### src/rtl/uft_pkg.sv
package uft_pkg;
  typedef enum logic [2:0] {
    PH_IDLE   = 3'd0,
    PH_START  = 3'd1,
    PH_DATA   = 3'd2,
    PH_PARITY = 3'd3,
    PH_STOP   = 3'd4
  } uft_phase_e;

  localparam logic [1:0] PAR_EVEN = 2'b10;
  localparam logic [1:0] PAR_ODD  = 2'b11;
endpackage

### src/rtl/uft_format_decode.sv
module uft_format_decode #(
  parameter int SIZE_W = 3,
  parameter int PAR_W  = 2,
  parameter int CNT_W  = 4
) (
  input  logic [SIZE_W-1:0] size_code,
  input  logic [PAR_W-1:0]  par_code,
  output logic [CNT_W-1:0]  last_idx,
  output logic              par_en,
  output logic              par_odd
);
  // width code -> index of the last data bit (bits minus one)
  always_comb begin
    case (size_code)
      3'd0:    last_idx = CNT_W'(4);
      3'd1:    last_idx = CNT_W'(5);
      3'd2:    last_idx = CNT_W'(6);
      3'd7:    last_idx = CNT_W'(8);
      default: last_idx = CNT_W'(7);
    endcase
  end

  // only the top bit set enables parity; the low bit picks odd
  assign par_en  = par_code[PAR_W-1];
  assign par_odd = par_code[0];
endmodule

### src/rtl/uft_parity_gen.sv
module uft_parity_gen #(
  parameter int DATA_W = 9,
  parameter int CNT_W  = 4
) (
  input  logic [DATA_W-1:0] data,
  input  logic [CNT_W-1:0]  last_idx,
  input  logic              odd,
  output logic              parity
);
  logic [DATA_W-1:0] keep;

  genvar i;
  generate
    for (i = 0; i < DATA_W; i++) begin : g_mask
      assign keep[i] = (CNT_W'(i) <= last_idx);
    end
  endgenerate

  assign parity = (^(data & keep)) ^ odd;
endmodule

### src/rtl/uart_frame_tx.sv
module uart_frame_tx #(
  parameter int DATA_W = 9,
  parameter int SIZE_W = 3,
  parameter int PAR_W  = 2
) (
  input  logic              clk,
  input  logic              rst,
  input  logic              baud_tick,
  input  logic              tx_start,
  input  logic [DATA_W-1:0] tx_data,
  input  logic [SIZE_W-1:0] fmt_size,
  input  logic [PAR_W-1:0]  fmt_parity,
  input  logic              fmt_two_stop,
  output logic              tx_line,
  output logic              tx_busy,
  output logic              tx_done
);
  import uft_pkg::*;

  localparam int CNT_W = $clog2(DATA_W) + 1;

  uft_phase_e        phase_q;
  logic [DATA_W-1:0] shift_q;
  logic [CNT_W-1:0]  idx_q;
  logic [CNT_W-1:0]  last_q;
  logic              par_en_q;
  logic              par_bit_q;
  logic              two_stop_q;
  logic              stop_cnt_q;
  logic              line_q;
  logic              busy_q;
  logic              done_q;

  logic [CNT_W-1:0]  dec_last;
  logic              dec_par_en;
  logic              dec_par_odd;
  logic              gen_parity;
  logic              frame_end;
  logic              accept;

  uft_format_decode #(
    .SIZE_W (SIZE_W),
    .PAR_W  (PAR_W),
    .CNT_W  (CNT_W)
  ) u_decode (
    .size_code (fmt_size),
    .par_code  (fmt_parity),
    .last_idx  (dec_last),
    .par_en    (dec_par_en),
    .par_odd   (dec_par_odd)
  );

  uft_parity_gen #(
    .DATA_W (DATA_W),
    .CNT_W  (CNT_W)
  ) u_parity (
    .data     (tx_data),
    .last_idx (dec_last),
    .odd      (dec_par_odd),
    .parity   (gen_parity)
  );

  assign frame_end = busy_q && baud_tick && (phase_q == PH_STOP) &&
                     (stop_cnt_q == two_stop_q);
  assign accept    = tx_start && (!busy_q || frame_end);

  always_ff @(posedge clk) begin
    if (rst) begin
      phase_q    <= PH_IDLE;
      shift_q    <= '0;
      idx_q      <= '0;
      last_q     <= '0;
      par_en_q   <= 1'b0;
      par_bit_q  <= 1'b0;
      two_stop_q <= 1'b0;
      stop_cnt_q <= 1'b0;
      line_q     <= 1'b1;
      busy_q     <= 1'b0;
      done_q     <= 1'b0;
    end else begin
      done_q <= frame_end;
      if (accept) begin
        phase_q    <= PH_START;
        shift_q    <= tx_data;
        last_q     <= dec_last;
        par_en_q   <= dec_par_en;
        par_bit_q  <= gen_parity;
        two_stop_q <= fmt_two_stop;
        idx_q      <= '0;
        stop_cnt_q <= 1'b0;
        line_q     <= 1'b0;
        busy_q     <= 1'b1;
      end else if (frame_end) begin
        phase_q <= PH_IDLE;
        line_q  <= 1'b1;
        busy_q  <= 1'b0;
      end else if (busy_q && baud_tick) begin
        case (phase_q)
          PH_START: begin
            phase_q <= PH_DATA;
            line_q  <= shift_q[0];
            shift_q <= shift_q >> 1;
            idx_q   <= '0;
          end
          PH_DATA: begin
            if (idx_q == last_q) begin
              if (par_en_q) begin
                phase_q <= PH_PARITY;
                line_q  <= par_bit_q;
              end else begin
                phase_q    <= PH_STOP;
                line_q     <= 1'b1;
                stop_cnt_q <= 1'b0;
              end
            end else begin
              idx_q   <= idx_q + 1'b1;
              line_q  <= shift_q[0];
              shift_q <= shift_q >> 1;
            end
          end
          PH_PARITY: begin
            phase_q    <= PH_STOP;
            line_q     <= 1'b1;
            stop_cnt_q <= 1'b0;
          end
          PH_STOP: begin
            stop_cnt_q <= 1'b1;
          end
          default: begin
            phase_q <= PH_IDLE;
            line_q  <= 1'b1;
            busy_q  <= 1'b0;
          end
        endcase
      end
    end
  end

  assign tx_line = line_q;
  assign tx_busy = busy_q;
  assign tx_done = done_q;
endmodule

### config.mk
export PLATFORM = sky130hd
export DESIGN_NAME = uart_frame_tx
export DESIGN_NICKNAME = d
export VERILOG_FILES = /design/src/rtl/uft_pkg.sv /design/src/rtl/uft_format_decode.sv /design/src/rtl/uft_parity_gen.sv /design/src/rtl/uart_frame_tx.sv
export SDC_FILE = /design/constraint.sdc
export NUM_CORES = 1
export LEC_CHECK = 0
export ABC_AREA = 1
export BUFFER_PORTS_ARGS = -buffer_cell sky130_fd_sc_hd__buf_2
export CORE_MARGIN = 4
export CORE_UTILIZATION = 58
export DETAILED_ROUTE_END_ITERATION = 7
export GPL_TIMING_DRIVEN = 0
export HOLD_SLACK_MARGIN = 0.02
export PLACE_DENSITY = 0.82
export RECOVER_POWER = 50
export SETUP_SLACK_MARGIN = 0.15
export SYNTH_ARGS = -nofsm -noshare
export SYNTH_HDL_FRONTEND = slang
export SYNTH_HIERARCHICAL = 1
export SYNTH_SLANG_ARGS = --single-unit
### constraint.sdc
create_clock -name clk -period 1.59 [get_ports clk]
set_input_delay 0.0795 -clock clk [delete_from_list [all_inputs] [get_ports clk]]
set_output_delay 0.0795 -clock clk [all_outputs]
set_load 0.01 [all_outputs]
-- Word-level counts from Yosys, hierarchy flattened
Index checks and enable logic that the tools add are counted.
- bits of input ports: 19
- output and inout bits: 3
- bits in registers: 29
- logic and storage cells: 93
- multiplexer cells: 27
- magnitude comparators: 9
- bitwise logic cells: 4
- reduce and logical (&&, ||, !) cells: 23
- $add $sub $neg: 1
- equal/unequal tests: 17
- operator list (operator ; number):
    9-bit 2-to-1 mux ; 4
    9-bit one-hot mux with 2 select lines ; 1
    3-bit by 4-bit less-or-equal comparator with 1-bit output (first input constant) ; 4
    4-bit one-hot mux with 4 select lines ; 1
    1-bit 2-to-1 mux ; 14
    3-bit one-hot mux with 4 select lines ; 1
    5-bit one-hot mux with 2 select lines ; 1
    9-bit bitwise AND ; 1
    3-bit by 2-bit == test with 1-bit output (second input constant) ; 3
    3-bit nonzero test ; 3
    9-bit XOR reduction ; 1
    1-bit by 4-bit less-or-equal comparator with 1-bit output (first input constant) ; 2
    2-bit by 4-bit less-or-equal comparator with 1-bit output (first input constant) ; 2
    4-bit AND reduction ; 2
    3-bit by 1-bit == test with 1-bit output (second input constant) ; 2
    3-bit == test (second input constant) ; 2
    3-bit 2-to-1 mux ; 2
    2-bit inequality test (second input constant) ; 3
    3-bit inequality test (second input constant) ; 2
    1-bit one-hot mux with 3 select lines ; 2
    3-bit AND reduction ; 2
    5-bit by 1-bit adder with 5-bit output (second input constant) ; 1
    5-bit == test ; 1
    5-bit 2-to-1 mux ; 1
    17 further kinds ; 23

-- Logic depth before layout (Yosys ltp)
Gate-level depths: netlist of the first run.
- depth after elaboration: 7
- mapped depth: 18
- mapped depth without buffers: 18

-- Hierarchy
Netlist of the first run, hierarchy kept.
- by module, submodules not included (module ; cells an instance ; area each (sq um) ; times used ; sequential area each (sq um)):
    uart_frame_tx ; 237 ; 1601.5 ; 1 ; 580.6
    uft_parity_gen ; 62 ; 265.3 ; 1 ; 0.0
    uft_format_decode ; 16 ; 77.6 ; 1 ; 0.0

-- Worst setup path after synthesis of the first run
OpenSTA, ideal clock, no wires.
- kind: reg-to-reg
- start point: reg busy_q (netlist: tx_busy)
- end point: reg last_q[4]
- required time: 1.477 ns
- stages on the path, launching flop included: 10
- library setup time: 0.113 ns
- path slack: 0.188 ns
- arrival time: 1.289 ns
- buffers on the path: 2
- period minus slack after synthesis: 1.402 ns
- cell sequence: dfxtp_1 > nand2_1 > inv_1 > nand3_4 > nand2_4 > nand2_4 > buf_6 > buf_6 > o21ai_1 > nor2_1
- word-level cells in the longest chain between the ends: 5
- elaborated cells on any way between the ends: 6
- classes of those cells: reduce/logical (6)
- RTL lines (item ; RTL line ; source):
    from (decl) ; uart_frame_tx.sv:31 ; logic busy_q;
    from (signal assigned) ; uart_frame_tx.sv:78 ; busy_q <= 1'b0;
    from (signal assigned) ; uart_frame_tx.sv:92 ; busy_q <= 1'b1;
    from (signal assigned) ; uart_frame_tx.sv:96 ; busy_q <= 1'b0;
    1-bit logical AND (3 in a row) ; uart_frame_tx.sv:63 ; assign frame_end = busy_q && baud_tick && (phase_q == PH_STOP) &&
    1-bit logical OR * ; uart_frame_tx.sv:65 ; assign accept = tx_start && (!busy_q || frame_end);
    1-bit logical AND * ; uart_frame_tx.sv:65 ;
    to (signal assigned) ; uart_frame_tx.sv:85 ; last_q <= dec_last;
    to (decl) ; uart_frame_tx.sv:25 ; logic [CNT_W-1:0] last_q;
Mark *: on every way between the ends. The rest lies on a longest branch, timed or not.
A chain may end at the register's enable or synchronous reset.

-- Final worst setup path of the first run
- start point: reg phase_q[2]
- end point: reg idx_q[4]
- word-level cells in the longest chain between the ends: 6
- elaborated cells on any way between the ends: 13
- classes of those cells: eq/ne (4); mux (1); bitwise (1); reduce/logical (7)
- RTL lines (item ; RTL line ; source):
    from (decl) ; uart_frame_tx.sv:22 ; uft_phase_e phase_q;
    from (signal assigned) ; uart_frame_tx.sv:69 ; phase_q <= PH_IDLE;
    from (signal assigned) ; uart_frame_tx.sv:83 ; phase_q <= PH_START;
    from (signal assigned) ; uart_frame_tx.sv:94 ; phase_q <= PH_IDLE;
    3-bit == test ; uart_frame_tx.sv:63 ;
    1-bit logical AND (2 in a row) ; uart_frame_tx.sv:63 ;
    1-bit logical OR ; uart_frame_tx.sv:65 ;
    1-bit logical AND ; uart_frame_tx.sv:65 ;
    2-bit OR reduction (no line) ; -- ;
    to (signal assigned) ; uart_frame_tx.sv:116 ; idx_q <= idx_q + 1'b1;
    to (decl) ; uart_frame_tx.sv:24 ; logic [CNT_W-1:0] idx_q;
Parallel ways exist; a longest one is shown, timed or not.

==> results.cfg, run 1 <==
[detailed_routing]
highest_layer = met4
vias = 2453
drt-initial-drc-count = 298
drtAntennaViolNets = 0
first_pass_iters = 5
drc = 0
wl_mm = 7.37
route.met2.wl_mm = 3.65
vias_per_cell = 5.95
dr_wl_met3_um = 496
wl_met1_mm = 2.78
wl_per_cell_um = 17.9

[critical_path]
endpoint_kind = register
r2r.worst_path.cells = 11
worst_ep_arrival_time_ns = 1.80
cp_cell_sequence = inv_4 > nand2_4 > nor2_4 > inv_2 > nand2_2 > inv_2 > nor2_4 > nand2_8 > clkbuf_16 > nand2_1 > a21oi_2
cp_top_family = simple AND/OR/NAND/NOR gates
crit_buf_inv = 4
path_class = reg2reg
worstSetupStartpoint = phase_q[2]$_SDFFE_PP0P_
ff2ff_setup_slack_ns = 0.03
rr_endpoint = idx_q[4]$_SDFFE_PP0P_
path_max_fanout = 7
cp.required_ns = 1.83
endpoint = idx_q[4]$_SDFFE_PP0P_
r2r-start = phase_q[2]$_SDFFE_PP0P_
path_depth = 11
cp_slowest_cell = dfxtp_4
cp-start-kind = register
slowest_delay_ns = 0.38

[synthesis]
seq_area_frac_synth_pct = 29.9
syn_area_um2 = 1940
postSynthCellCount = 315
synth_warnings = 6
synth_nets = 335
ys_ff_latch = 29
synth_cell_type_count = 27
synth_area_per_cell_um2 = 6.17

[sta]
fin_crit_ns = 1.56
worst_pin_slew_ns = 0.625
hold_viol_final = 0
period_share_pct = 98.1
max_freq_mhz = 641
relSlewSlack_pct = 58.4
whs_ns = 0.0414
rsz0062_at_grt = true
final-setup-viol-count = 0
timing.final.max_slew_violations = 0
fin_ws_ns = 0.0297
fin_skew_ns = 0.00777

[clocking]
clock_path_buffers = 2
htreeDepth = 2
cts_buffers = 5
insertion_delay_ns = 0.34
clock-root-buffer = clkbuf_4
cts_tree = yes
clk_pin_slew_worst_paths_ns = 0.10
clock-sinks = 29

[power_and_ir_drop]
peakVddDrop_v = 0.000489
power.leakage_nw = 1.30
p_per_area_nw_per_um2 = 673

[cells_and_area]
final_common_cell = nand2_1
n_antenna_cell = 0
final_layout_size_suffix_gt1_share_pct = 38.6
final_cell_mix = 81 x nand2_1, 39 x inv_1, 31 x nand3_1
final_cells = 412
final_nets = 387
area_growth_pct = 41.3
fin_util_pct = 87.8
final.fill_count = 167

[floorplanning]
die_y_um = 65.9
die_area_um2 = 4340
die_x_um = 65.9
core_area_um2 = 3130
num_rows = 20
initial_core_util_pct = 62.2
num_io_pins = 22

[placement]
io_buffers = 18
dp_cells = 377
place_congestion = 0.819
pre_cts_ws_ns = -0.0323
place_hpwl_mm = 3.23

[global_route]
grt_pass1_vias = 1900
antenna_found_initial = 0
grt_pass1_wl_mm = 7.72
track_usage_pct = 23.1
overflow = 0
grt_max_degree = 11

[run]
cap_violations = 0

[run_status]
run_status = complete, no violations

[min_path]
hold_class = in2reg
## cell type report
type / instances / area, µm² / area share, %
repair buffers: 45 / 353 / 12.8
inverters: 51 / 201 / 7.33
clock buffers: 8 / 48.8 / 1.78
plain buffers: 11 / 110 / 4.01
flip-flops and latches: 29 / 612 / 22.3
well taps: 44 / 55.1 / 2.00
multi-input cells: 224 / 1370 / 49.8
## Yosys cell counts, drive strengths merged
cell type    n  area (µm²)
xnor2        1        8.76
nand2      106         435
nand4        5        37.5
ha           1        12.5
a31o         1        8.76
nand3       45         253
clkbuf       1        3.75
dfxtp       29         581
a21oi       26         130
nor2        22         108
xor2         4        35.0
o21ai       12        60.1
inv         51         191
buf         10        76.3
conb         1        3.75
## worst min-delay path, stage by stage
cell     delay, ns
buf_2         0.07
o21ai_1       0.08
a21oi_2       0.11
## sequential cells by signal (all words and copies together), names as in the netlist
name / flops
par_en_q: 1
last_q: 5
par_bit_q: 1
idx_q: 5
stop_cnt_q: 1
tx_line: 1
two_stop_q: 1
phase_q: 3
tx_busy: 1
tx_done: 1
shift_q: 9
## report_power, final
group	internal, mW	switching (mW)
Combinational	0.229	0.369
Clock	0.176	0.281
Sequential	0.761	0.0331
## stage by stage
step / setup TNS [ns] / power, mW / area, µm²
2_1_floorplan: 0 / 1.09 / 1940
3_3_place_gp: 0 / 1.17 / 2090
3_5_place_dp: -0.0323 / 1.18 / 2090
4_1_cts: 0 / 1.62 / 2240
5_1_grt: -0.428 / 1.91 / 2750
6_report: 0 / 1.85 / 2750
## cells by family (layout without fill, tap and decap cells)
| family | Yosys count | count (layout) | synth area share [%] |
|---|---|---|---|
| DFF | 29 | 29 | 29.9 |
| adders and majority gates | 1 | 1 | 0.643 |
| buffers and inverters | 62 | 115 | 14.0 |
| AOI/OAI and AO/OA | 39 | 39 | 10.2 |
| and+or+nand+nor | 178 | 178 | 42.9 |
| xor gates and xnor gates | 5 | 5 | 2.25 |
| other | 1 | 1 | 0.193 |
## how the worst min path moves through the flow
stage | from | end | slack (ns) | cells after the start
3_5_place_dp | rst | shift_q[4]$_SDFFE_PP0P_ | 0.30 | 2
4_1_cts | fmt_two_stop | two_stop_q$_SDFFE_PP0P_ | 0.02 | 3
5_1_grt | fmt_two_stop | two_stop_q$_SDFFE_PP0P_ | 0.06 | 3
2_1_floorplan | rst | shift_q[3]$_SDFFE_PP0P_ | 0.15 | 1
6_report | fmt_two_stop | two_stop_q$_SDFFE_PP0P_ | 0.04 | 3
3_3_place_gp | rst | shift_q[4]$_SDFFE_PP0P_ | 0.29 | 2
## metal layers
metal / GRT usage (%) / vias to the layer above
li1: - / 1099
met1: 24.8 / 1147
met2: 42.3 / 154
met3: 4.42 / 53
met4: 11.7 / 0
met5: 0 / -
## what timing repair did
action	in CTS	in global routing
gates cloned	0	3
hold buffers	2	0
pin swaps	4	33
buffers inserted	7	15
endpoints found under the hold margin	3	0
resized for setup	11	99
setup endpoints to repair	26	27
Power figures use the tool's default switching activity.
==> run 2: changes to the inputs <==
--- a/config.mk
+++ b/config.mk
@@ -5,10 +5,9 @@
 export SDC_FILE = /design/constraint.sdc
 export NUM_CORES = 1
 export LEC_CHECK = 0
-export ABC_AREA = 1
 export BUFFER_PORTS_ARGS = -buffer_cell sky130_fd_sc_hd__buf_2
-export CORE_MARGIN = 4
 export CORE_UTILIZATION = 58
+export CTS_CLUSTER_SIZE = 30
 export DETAILED_ROUTE_END_ITERATION = 7
 export GPL_TIMING_DRIVEN = 0
 export HOLD_SLACK_MARGIN = 0.02
==> run 2 against run 1 <==
Compared with the run above: the run now ends with negative setup slack left; cell count fell by 15%; first-iteration DRC count rose by 49%; die area fell by 19%; register-to-register slack got worse by 0.38 ns; non-clock buffer count rose by 17; via count rose by 0.16%; combinational power rose by 21%; worst setup slack got worse by 0.38 ns; count of clock-buffer cells in the layout fell by 2.
==> results.cfg, run 2 <==
[run_status]
run_status = complete, but fails checks
violations = negative setup slack

[synthesis]
synth_cell_type_count = 49
yosys-top-cells-count = 40 x nand2_1, 29 x dfxtp_1, 22 x nor2_1
synth_warnings = 6
synth_nets = 265
synth_area_per_cell_um2 = 7.75
synth_ff_type = dfxtp_1
synth_top_cell_area_share_pct = 30.6
ys_ff_latch = 29
syn_area_um2 = 1900
yosysTopAreaCell = dfxtp_1
seq_area_frac_synth_pct = 30.6
synth_edf_count = 0
ys_top_cells_by_area = dfxtp_1 31%, nand2_1 7.9%, nor2_1 4.3%, a21oi_1 4.2%, a221oi_1 4.2%
synth_most_common_cell = nand2_1
async_flop_share_pct = 0
postSynthCellCount = 245

[global_route]
globalRouteMet3Util_pct = 10.3
gr-usage-met1_pct = 47.7
grt_pass1_vias = 2147
grt_max_degree = 12
antenna_found_initial = 1
grt_pass1_wl_mm = 10.3
track_usage_pct = 40.1
grt_busiest_layer = met2
overflow = 0
grtUsageMet2_pct = 66.8

[floorplanning]
num_rows = 20
die_y_um = 59.2
num_io_pins = 22
die_area_um2 = 3510
initial_core_util_pct = 61.7
core_area_um2 = 3080
die_x_um = 59.2

[power_and_ir_drop]
switching_share_pct = 34.3
p_int_mw = 1.49
peakVddDrop_v = 0.000694
combPwrFrac_pct = 31.8
power.share.clock_pct = 31.3
power.leakage_nw = 1.14
p_per_area_nw_per_um2 = 794
p_sw_uw = 780
p_seq_share_pct = 37.0
total_power_mw = 2.27

[detailed_routing]
drtAntennaViolNets = 0
vias = 2457
first_pass_iters = 6
drt-initial-drc-count = 445
wl_mm = 8.40
vias_per_cell = 7.00
drc = 0
wl_per_cell_um = 23.9

[sta]
setup_tns_ns = -5.70
fin_crit_ns = 1.94
max_freq_mhz = 515
rsz0062_at_grt = true
worst_pin_slew_ns = 0.755
timing.final.max_slew_violations = 0
period_share_pct = 122
whs_ns = 0.0496
fin_ws_ns = -0.352
relSlewSlack_pct = 49.7
final-setup-viol-count = 27
hold_viol_final = 0
fin_skew_ns = 0.0157

[cells_and_area]
fin_util_pct = 93.0
final_nets = 326
final_cell_mix = 32 x nand2_1, 25 x buf_4, 19 x buf_2
n_antenna_cell = 0
final_common_cell = nand2_1
regMostFlops = shift_q
final_layout_size_suffix_gt1_share_pct = 48.2
area_growth_pct = 50.8
largest_register_ffs = 9
design_area_um2 = 2860
reg_top3 = shift_q: 9 flops, idx_q: 5 flops, last_q: 5 flops

[min_path]
holdPathStages = 3
min-delay-start = rst
hold_class = in2reg
min_to = idx_q[2]$_SDFFE_PP0P_

[critical_path]
ff2ff_setup_slack_ns = -0.35
endpoint_kind = register
rr_endpoint = phase_q[2]$_SDFFE_PP0P_
cp-start-kind = register
worst_ep_arrival_time_ns = 2.25
path_class = reg2reg
r2r.worst_path.cells = 7
r2r-start = last_q[1]$_SDFFE_PP0P_
path_max_fanout = 8
cp.required_ns = 1.89

[clocking]
cts_tree = yes
htreeDepth = 2
clock_path_buffers = 2
clock-sinks = 29
insertion_delay_ns = 0.36
cts_buffers = 5
clock-root-buffer = clkbuf_4
clk_pin_slew_worst_paths_ns = 0.13

[placement]
place_congestion = 0.899
io_buffers = 19
place_hpwl_mm = 3.35
placed_cell_area_um2 = 2140

[run]
cap_violations = 0
[run 2: cell types whose count changed in the layout (fill, tap and decap cells not counted), moves of 8 or more]
cell	delta
buf_6	+12
nand2_1	-49
nand3_1	-29
nand3_2	-8
inv_1	-32
nand2_2	-16
o21ai_0	+9
[run 2: layer usage]
metal / part of all wire, % / routed length [µm] / up-vias
met5: 0 / 0 / -
met4: 8.0 / 668 / 0
met3: 12 / 1010 / 83
met2: 44 / 3700 / 253
met1: 36 / 3010 / 1110
li1: - / - / 1011
[run 2: worst max-delay path by stage]
| stage | endpoint | cells after the start | slack, ns | from |
|---|---|---|---|---|
| floorplan | shift_q[1]$_SDFFE_PP0P_ | 7 | -0.09 | idx_q[1]$_SDFFE_PP0P_ |
| global placement | par_bit_q$_SDFFE_PP0P_ | 10 | -0.26 | fmt_size[2] |
| detailed placement | par_bit_q$_SDFFE_PP0P_ | 10 | -0.32 | fmt_size[2] |
| CTS | shift_q[1]$_SDFFE_PP0P_ | 7 | -0.17 | last_q[2]$_SDFFE_PP0P_ |
| global route | phase_q[2]$_SDFFE_PP0P_ | 7 | -0.64 | last_q[4]$_SDFFE_PP0P_ |
| finish | phase_q[2]$_SDFFE_PP0P_ | 7 | -0.35 | last_q[1]$_SDFFE_PP0P_ |
[run 2: layout make-up]
class / instances / area, µm²
fillers: 111 / 214
repair buffers: 54 / 423
plain buffers: 19 / 166
clock buffers: 6 / 51.3
well taps: 44 / 55.1
clock inverters: 2 / 37.5
multi-input cells: 189 / 1500
inverters: 8 / 30.0
flip-flops and latches: 29 / 599
[run 2: per-stage QoR]
stage / setup WS (ns) / cells
floorplan: -0.0892 / 245
global placement: -0.260 / 308
detailed placement: -0.315 / 308
CTS: -0.175 / 349
global route: -0.644 / 351
finish: -0.352 / 351
[run 2: critical path, stage by stage (launching register included)]
cell and delay, ns:
dfxtp_1 0.43, xnor2_2 0.15, nand3_2 0.10, or3_4 0.36, buf_6 0.16, buf_8 0.13, o21ai_0 0.33, and3_1 0.23
[run 2: timing repair]
action	CTS	global route
buffers inserted	25	2
endpoints found under the setup margin	28	28
endpoints found under the hold margin	3	0
pin swaps	13	22
hold buffers	3	0
gates resized for setup	42	51
cloned	5	0
[run 2: cell families (layout without fill, tap and decap cells)]
kind of cell / Yosys count / count (layout) / share of synthesized area (%)
adder cells (fa/ha/maj): 1 / 1 / 0.659
AND/OR/NAND/NOR: 90 / 90 / 22.1
AO/OA/AOI/OAI: 73 / 73 / 26.4
buffers and inverters: 27 / 89 / 7.18
other: 1 / 1 / 0.197
multiplexers: 9 / 9 / 5.67
XOR/XNOR: 15 / 15 / 7.31
flip-flops: 29 / 29 / 30.6
[run 2: power groups by stage]
stage | registers, mW | logic, mW | clock network [mW]
after floorplan | 0.824 | 0.336 | 0
after global placement | 0.830 | 0.434 | 0
after detailed placement | 0.831 | 0.441 | 0
after CTS | 0.822 | 0.575 | 0.662
after global routing | 0.842 | 0.763 | 0.720
final | 0.840 | 0.722 | 0.711
